--- config.mk ---
export PLATFORM = sky130hd
export DESIGN_NAME = batt_guard_seq
export DESIGN_NICKNAME = d
export VERILOG_FILES = /design/src/rtl/batt_guard_pkg.sv /design/src/rtl/bg_timebase.sv /design/src/rtl/bg_fault_qual.sv /design/src/rtl/batt_guard_seq.sv
export SDC_FILE = /design/constraint.sdc
export NUM_CORES = 1
export LEC_CHECK = 0
export ABC_AREA = 1
export BUFFER_PORTS_ARGS = -buffer_cell sky130_fd_sc_hd__buf_2
export CAP_MARGIN = 10
export CELL_PAD_IN_SITES_DETAIL_PLACEMENT = 0
export CELL_PAD_IN_SITES_GLOBAL_PLACEMENT = 1
export CORE_MARGIN = 2
export CORE_UTILIZATION = 41
export DETAILED_ROUTE_END_ITERATION = 16
export HOLD_SLACK_MARGIN = 0.06
export PLACE_DENSITY_LB_ADDON = 0.12
export REMOVE_ABC_BUFFERS = 1
export SLEW_MARGIN = 20
export SYNTH_ARGS = -nofsm -noshare
export SYNTH_HDL_FRONTEND = slang
export SYNTH_SLANG_ARGS = --single-unit
--- constraint.sdc ---
create_clock -name clk -period 3.5 [get_ports clk]
set_clock_uncertainty 0.05 [all_clocks]
set_input_delay 0.7 -clock clk [delete_from_list [all_inputs] [get_ports clk]]
set_output_delay 0.7 -clock clk [all_outputs]
set_load 0.005 [all_outputs]
--- src/rtl/batt_guard_pkg.sv ---
package batt_guard_pkg;
  localparam int unsigned NFLT = 5;
  localparam int unsigned F_OV  = 0;
  localparam int unsigned F_UV  = 1;
  localparam int unsigned F_OCD = 2;
  localparam int unsigned F_OCC = 3;
  localparam int unsigned F_SCD = 4;

  typedef enum logic [1:0] {BASE_US, BASE_MS, BASE_S} tbase_e;

  function automatic tbase_e base_of(input int unsigned idx);
    case (idx)
      F_OV:    return BASE_S;
      F_SCD:   return BASE_US;
      default: return BASE_MS;
    endcase
  endfunction
endpackage

--- src/rtl/bg_timebase.sv ---
module bg_timebase #(
  parameter int unsigned TICK_DIV = 8,
  parameter int unsigned MS_DIV   = 1000,
  parameter int unsigned S_DIV    = 1000
) (
  input  logic clk,
  input  logic rst_n,
  output logic tick_us,
  output logic tick_ms,
  output logic tick_s
);
  localparam int unsigned US_W = $clog2(TICK_DIV);
  localparam int unsigned MS_W = $clog2(MS_DIV);
  localparam int unsigned S_W  = $clog2(S_DIV);

  logic [US_W-1:0] us_q, us_d;
  logic [MS_W-1:0] ms_q, ms_d;
  logic [S_W-1:0]  s_q,  s_d;

  always_comb begin
    tick_us = (us_q == US_W'(TICK_DIV - 1));
    tick_ms = tick_us && (ms_q == MS_W'(MS_DIV - 1));
    tick_s  = tick_ms && (s_q == S_W'(S_DIV - 1));
    us_d = tick_us ? '0 : us_q + 1'b1;
    ms_d = ms_q;
    if (tick_us) ms_d = tick_ms ? '0 : ms_q + 1'b1;
    s_d = s_q;
    if (tick_ms) s_d = tick_s ? '0 : s_q + 1'b1;
  end

  always_ff @(posedge clk or negedge rst_n) begin
    if (!rst_n) begin
      us_q <= '0;
      ms_q <= '0;
      s_q  <= '0;
    end else begin
      us_q <= us_d;
      ms_q <= ms_d;
      s_q  <= s_d;
    end
  end

  assert_ms_nests_us_R13: assert property (@(posedge clk) disable iff (!rst_n)
    tick_ms |-> tick_us);
  assert_s_nests_ms_R13: assert property (@(posedge clk) disable iff (!rst_n)
    tick_s |-> tick_ms);
  assert_us_spacing_R13: assert property (@(posedge clk) disable iff (!rst_n)
    tick_us |=> !tick_us);
endmodule

--- src/rtl/bg_fault_qual.sv ---
module bg_fault_qual #(
  parameter int unsigned DLY_W = 12
) (
  input  logic             clk,
  input  logic             rst_n,
  input  logic             tick,
  input  logic             trip,
  input  logic             rel,
  input  logic [DLY_W-1:0] dly,
  output logic             fault
);
  logic [DLY_W-1:0] cnt_q, cnt_d;
  logic             flt_q, flt_d;

  always_comb begin
    cnt_d = cnt_q;
    flt_d = flt_q;
    if (flt_q) begin
      cnt_d = '0;
      if (rel) flt_d = 1'b0;
    end else if (!trip) begin
      cnt_d = '0;
    end else if (cnt_q >= dly) begin
      flt_d = 1'b1;
      cnt_d = '0;
    end else if (tick) begin
      cnt_d = cnt_q + 1'b1;
    end
  end

  always_ff @(posedge clk or negedge rst_n) begin
    if (!rst_n) begin
      cnt_q <= '0;
      flt_q <= 1'b0;
    end else begin
      cnt_q <= cnt_d;
      flt_q <= flt_d;
    end
  end

  assign fault = flt_q;

  assert_latch_needs_trip_R11: assert property (@(posedge clk) disable iff (!rst_n)
    $rose(flt_q) |-> $past(trip));
  assert_latch_after_delay_R10: assert property (@(posedge clk) disable iff (!rst_n)
    $rose(flt_q) |-> ($past(cnt_q) >= $past(dly)));
  assert_clear_needs_release_R9: assert property (@(posedge clk) disable iff (!rst_n)
    $fell(flt_q) |-> $past(rel));
endmodule

--- src/rtl/batt_guard_seq.sv ---
module batt_guard_seq
  import batt_guard_pkg::*;
#(
  parameter int unsigned V_W      = 16,
  parameter int unsigned I_W      = 16,
  parameter int unsigned DLY_W    = 12,
  parameter int unsigned TICK_DIV = 8,
  parameter int unsigned MS_DIV   = 1000,
  parameter int unsigned S_DIV    = 1000,
  parameter int unsigned OV_HYST  = 215,
  parameter int unsigned UV_HYST  = 105,
  parameter int unsigned LV_LIMIT = 1550
) (
  input  logic                 clk,
  input  logic                 rst_n,
  input  logic [V_W-1:0]       vcell_code,
  input  logic signed [I_W-1:0] cur_code,
  input  logic                 chg_present,
  input  logic [V_W-1:0]       ov_limit,
  input  logic [V_W-1:0]       uv_limit,
  input  logic [I_W-2:0]       ocd_limit,
  input  logic [I_W-2:0]       occ_limit,
  input  logic [I_W-2:0]       scd_limit,
  input  logic [DLY_W-1:0]     ov_delay,
  input  logic [DLY_W-1:0]     uv_delay,
  input  logic [DLY_W-1:0]     ocd_delay,
  input  logic [DLY_W-1:0]     occ_delay,
  input  logic [DLY_W-1:0]     scd_delay,
  output logic                 chg_fet_en,
  output logic                 dsg_fet_en,
  output logic [NFLT-1:0]      fault_flags,
  output logic                 lv_chg
);
  localparam int unsigned VX_W = V_W + 1;
  localparam int unsigned IX_W = I_W + 1;

  logic [1:0] rsync_q;
  logic       srst_n;

  always_ff @(posedge clk or negedge rst_n) begin
    if (!rst_n) rsync_q <= 2'b00;
    else        rsync_q <= {rsync_q[0], 1'b1};
  end
  assign srst_n = rsync_q[1];

  logic tick_us, tick_ms, tick_s;

  bg_timebase #(.TICK_DIV(TICK_DIV), .MS_DIV(MS_DIV), .S_DIV(S_DIV)) tb_i (
    .clk(clk), .rst_n(srst_n),
    .tick_us(tick_us), .tick_ms(tick_ms), .tick_s(tick_s)
  );

  logic signed [IX_W-1:0] cur_x, dis_x;
  logic [VX_W-1:0]        v_x;
  logic [NFLT-1:0]        trip, rel, flt;
  logic [DLY_W-1:0]       dly [NFLT];

  always_comb begin
    cur_x = {cur_code[I_W-1], cur_code};
    dis_x = -cur_x;
    v_x   = {1'b0, vcell_code};

    trip[F_OV]  = vcell_code >= ov_limit;
    trip[F_UV]  = vcell_code <= uv_limit;
    trip[F_OCD] = dis_x >= $signed({2'b00, ocd_limit});
    trip[F_SCD] = dis_x >= $signed({2'b00, scd_limit});
    trip[F_OCC] = cur_x >= $signed({2'b00, occ_limit});

    rel[F_OV]  = (v_x + VX_W'(OV_HYST)) <= {1'b0, ov_limit};
    rel[F_UV]  = v_x >= ({1'b0, uv_limit} + VX_W'(UV_HYST));
    rel[F_OCD] = chg_present;
    rel[F_SCD] = chg_present;
    rel[F_OCC] = !chg_present;

    dly[F_OV]  = ov_delay;
    dly[F_UV]  = uv_delay;
    dly[F_OCD] = ocd_delay;
    dly[F_OCC] = occ_delay;
    dly[F_SCD] = scd_delay;
  end

  for (genvar g = 0; g < NFLT; g++) begin : g_det
    logic tk;
    if (base_of(g) == BASE_US) begin : g_us
      assign tk = tick_us;
    end else if (base_of(g) == BASE_MS) begin : g_ms
      assign tk = tick_ms;
    end else begin : g_s
      assign tk = tick_s;
    end

    bg_fault_qual #(.DLY_W(DLY_W)) q_i (
      .clk(clk), .rst_n(srst_n), .tick(tk),
      .trip(trip[g]), .rel(rel[g]), .dly(dly[g]), .fault(flt[g])
    );
  end

  logic lv_q, lv_d;

  always_comb lv_d = vcell_code < V_W'(LV_LIMIT);

  always_ff @(posedge clk or negedge srst_n) begin
    if (!srst_n) lv_q <= 1'b0;
    else         lv_q <= lv_d;
  end

  assign fault_flags = flt;
  assign chg_fet_en  = !(flt[F_OV] || flt[F_OCC]);
  assign dsg_fet_en  = !(flt[F_UV] || flt[F_OCD] || flt[F_SCD]);
  assign lv_chg      = lv_q;

  assert_ov_clear_margin_R3: assert property (@(posedge clk) disable iff (!srst_n)
    $fell(flt[F_OV]) |-> ($past(vcell_code) + V_W'(OV_HYST) <= $past(ov_limit)));
  assert_uv_clear_margin_R5: assert property (@(posedge clk) disable iff (!srst_n)
    $fell(flt[F_UV]) |-> ($past(vcell_code) >= $past(uv_limit) + V_W'(UV_HYST)));
endmodule

==> impl_metrics.csv <==
group,metric,value,unit
worst_setup_path,cp_max_fo,12,
worst_setup_path,regToRegStartpoint,"tb_i.us_q[0]$_DFF_PN0_",
logic_synthesis,yosysWarnings,0,
global_route,grt_antenna_before_repair,0,
drt,drt-pass1-iter-count,4,
hold_path,hp-class,"flop to flop",
die,io_pins,180,
layout,antenna_cells,0,
logic_synthesis,synthesis.area,9960,um^2
timing,worst_pin_slew,0.788,ns
place,place_ws,0.175,ns
drt,ant_nets,0,
die,die_w,160,um
die,core_area,24100,um^2
logic_synthesis,ys_ff_latch,91,
clock_network,cts_root_buffer,"clkbuf_16",
job,cap_viol_max_count,0,
timing,setup_tns,0,ns
die,dieHeight,160,um
worst_setup_path,critPathKind,"input port to flop",
die,dieArea,25500,um^2
drt,wl_per_cell,12.1,um
clock_network,cts_tree,"done",
place,gp_congestion,0.821,
layout,ff_latch_area,2280,um^2
clock_network,htreeDepth,3,
worst_setup_path,cp.arrival,3.13,ns
layout,nNetsFinal,1950,
pwr,p_per_area,239,nW/um^2
timing,period_minus_slack,2.92,ns
layout,drive_gt1_share,14.7,%
timing,final_hold_viol_count,0,
worst_setup_path,critPathMaxStageDelay,0.29,ns
hold_path,hold_depth,0,
pwr,power_switching,811,uW
worst_setup_path,cp.required,3.71,ns
logic_synthesis,syn_inst,1417,
timing,maxSlewViolCount,0,
pwr,power_frac_comb,23.1,%
place,io_buffers,179,
worst_setup_path,worst-path-buf-inv,3,
layout,syn2layout_area_growth,15.8,%
drt,drt_iter0_markers,409,
layout,multi_input_area,6530,um^2
drt,viasPerCell,4.71,
layout,fill_cells,2591,
timing,finalSetupViolCount,0,
clock_network,cts_resized,0,
logic_synthesis,yosys.area.top_type,"dfrtp_1",
timing,fin_ws,0.584,ns
timing,rsz0062_at_grt,"false",
global_route,grt_remaining_overflow,0,
logic_synthesis,avgSynthCellArea,7.03,um^2
global_route,grt_pass1_vias,8599,
clock_network,cts_setup_buffers,0,
worst_setup_path,cp-start-kind,"input port",
die,initial_core_util,41.3,%
worst_setup_path,r2r_end,"g_det[1].q_i.cnt_q[5]$_DFFE_PN0P_",
drt,vias,9072,
worst_setup_path,path_common_cell,"nand2_1",
timing,timing.final.crit_share,83.3,%
worst_setup_path,cp_top_family,"simple AND/OR/NAND/NOR gates",
die,rows,57,
timing,max_freq,343,MHz
worst_setup_path,slowest_stage,"ha_1",
pwr,peakVddDrop,0.000185,V
worst_setup_path,r2r_slack,0.94,ns
logic_synthesis,yosys-top-cells-area,"dfrtp_1 23%, ha_1 23%, nand2_1 11%, inv_1 10%, nor2_1 5.4%",
clock_network,clk_latency,0.35,ns
timing,slew_headroom,47.4,%
pwr,p_leak,0.00650,uW
logic_synthesis,synth.distinct_cells,46,
clock_network,cts_sinks,91,
place,dp_hpwl,19800,um
pwr,clockPowerShare,38.2,%
logic_synthesis,async_flop_share,100,%
drt,drc_errors,0,
logic_synthesis,ys.flop_type,"dfrtp_1",
pwr,intPower,1950,uW
drt,routed_wirelength,23400,um
global_route,grt_pass1_wl,40100,um
worst_setup_path,path_cells,"buf_2, inv_1, ha_1, nand2_1, nor2_1, nand2_1, nor2_2, xor2_1, inv_1, ha_1, nand2_1, nor2_1, nand2_1, o21bai_1, nand3_1, nand2_1, nand2_1, nand3_2, nor3_1",
global_route,grt_usage,18.9,%
run_status,status,"completed",
pwr,power_switching_share,29.4,%
hold_path,holdPathEnd,"rsync_q[1]$_DFF_PN0_",
clock_network,cts_hold_buf,1,
clock_network,numCtsBuffers,9,
hold_path,min_from,"rsync_q[0]$_DFF_PN0_",
worst_setup_path,endpoint_kind,"flop",
logic_synthesis,seq_area_frac_synth,22.9,%
clock_network,clockBufferDepth,2,
worst_setup_path,reg2reg_depth,11,
global_route,grt_max_degree,52,
pwr,p_seq_share,38.7,%
logic_synthesis,yosys.area.top_type_share,22.9,%
logic_synthesis,synth_edf_count,0,
clock_network,cts.clk_slew.worst_paths,0.07,ns
cells by family (layout without fill, tap and decap cells):
kind of cell / Yosys count / in the layout / synth area share (%)
AND/OR/NAND/NOR: 625 / 625 / 28.1
buffers and inverters: 294 / 479 / 11.5
adder cells (fa/ha/maj): 181 / 181 / 22.7
AO/OA/AOI/OAI: 154 / 154 / 8.43
flip-flops: 91 / 91 / 22.9
XOR/XNOR: 70 / 70 / 6.16
other: 1 / 1 / 0.0377
multiplexers: 1 / 1 / 0.101
power groups by stage:
stage	Clock, uW	Sequential [uW]	Combinational (uW)
CTS	1090	1070	651
global route	1140	1070	753
floorplan	0	1090	396
finish	1050	1070	638
global placement	0	1090	640
detailed placement	0	1090	646
through the flow:
step	hold WS (ns)	util, %	power, uW	area [um^2]	std cells
3_3_place_gp	0.283	46.5	1730	11200	1909
4_1_cts	0.301	47.8	2810	11500	1926
2_1_floorplan	0.281	-	1490	9840	1399
3_5_place_dp	0.285	46.5	1730	11200	1909
5_1_grt	0.308	47.8	2960	11500	1926
6_report	0.299	47.8	2760	11500	1926
cell type report:
cell class / instances / area share [%]
clock inverter: 6 / 0.781
clock buffer: 10 / 1.99
multi-input combinational: 1032 / 56.6
tap: 324 / 3.52
sequential: 91 / 19.8
inverter: 276 / 8.99
timing repair buffer: 187 / 8.31
flip-flops by register name, summed over array words and instances, names as in the netlist:
| register | flops |
|---|---|
| lv_chg | 1 |
| tb_i.ms_q | 10 |
| g_det.q_i.fault | 5 |
| tb_i.s_q | 10 |
| g_det.q_i.cnt_q | 60 |
| rsync_q | 2 |
| tb_i.us_q | 3 |
worst max-delay path by stage:
stage,startpoint,endpoint,slack [ns],depth (start not counted)
3_5_place_dp,cur_code[0],g_det[4].q_i.cnt_q[1]$_DFFE_PN0P_,0.18,19
4_1_cts,cur_code[0],g_det[4].q_i.cnt_q[1]$_DFFE_PN0P_,0.55,19
6_report,cur_code[0],g_det[4].q_i.cnt_q[1]$_DFFE_PN0P_,0.58,19
5_1_grt,cur_code[0],g_det[4].q_i.cnt_q[0]$_DFFE_PN0P_,0.23,19
2_1_floorplan,cur_code[0],g_det[4].q_i.cnt_q[1]$_DFFE_PN0P_,0.59,18
3_3_place_gp,cur_code[0],g_det[4].q_i.cnt_q[1]$_DFFE_PN0P_,0.23,19
layer usage:
| layer | up-vias | GRT usage (%) | share of wire (%) |
|---|---|---|---|
| met5 | - | 0 | 0 |
| met1 | 3970 | 26.5 | 52 |
| li1 | 4936 | - | - |
| met4 | 0 | 3.40 | 0.88 |
| met2 | 152 | 31.0 | 44 |
| met3 | 14 | 2.91 | 3.5 |
cells in the final DEF, fill, tap and decap left out, types with 3 or more instances in the layout:
cell type / count
a21oi_1: 90
a31oi_1: 6
buf_2: 179
buf_4: 7
clkbuf_16: 9
dfrtp_1: 90
ha_1: 181
inv_1: 272
inv_2: 4
nand2_1: 285
nand3_1: 71
nand3b_1: 4
nand4_1: 55
nor2_1: 144
nor2_2: 11
nor2_4: 4
nor3_1: 27
nor3_2: 4
nor3b_1: 6
o21a_1: 7
o21ai_0: 36
o21bai_1: 4
or2_2: 3
xnor2_1: 16
xor2_1: 54
worst register-to-register path: stages, from the launching register on:
cell     delay [ns]
dfrtp_1        0.35
ha_1           0.15
ha_1           0.41
nand2_4        0.10
nor2_4         0.16
nand3_4        0.25
buf_4          0.27
nor3_2         0.26
inv_1          0.10
nor2_1         0.12
xor2_1         0.16
nor2_1         0.05
synthesized netlist by cell type (all sizes together) (2+ instances only):
library cell  instances
a21o                  2
a21oi                91
a31oi                 6
and3                  2
buf                  16
clkbuf                2
dfrtp                91
ha                  181
inv                 276
nand2               287
nand3                75
nand3b                4
nand4                55
nor2                159
nor3                 31
nor3b                 6
nor4                  2
o21a                  7
o21ai                36
o21bai                4
or2                   3
xnor2                16
xor2                 54
Note: power is estimated with default switching activity, not from simulation.
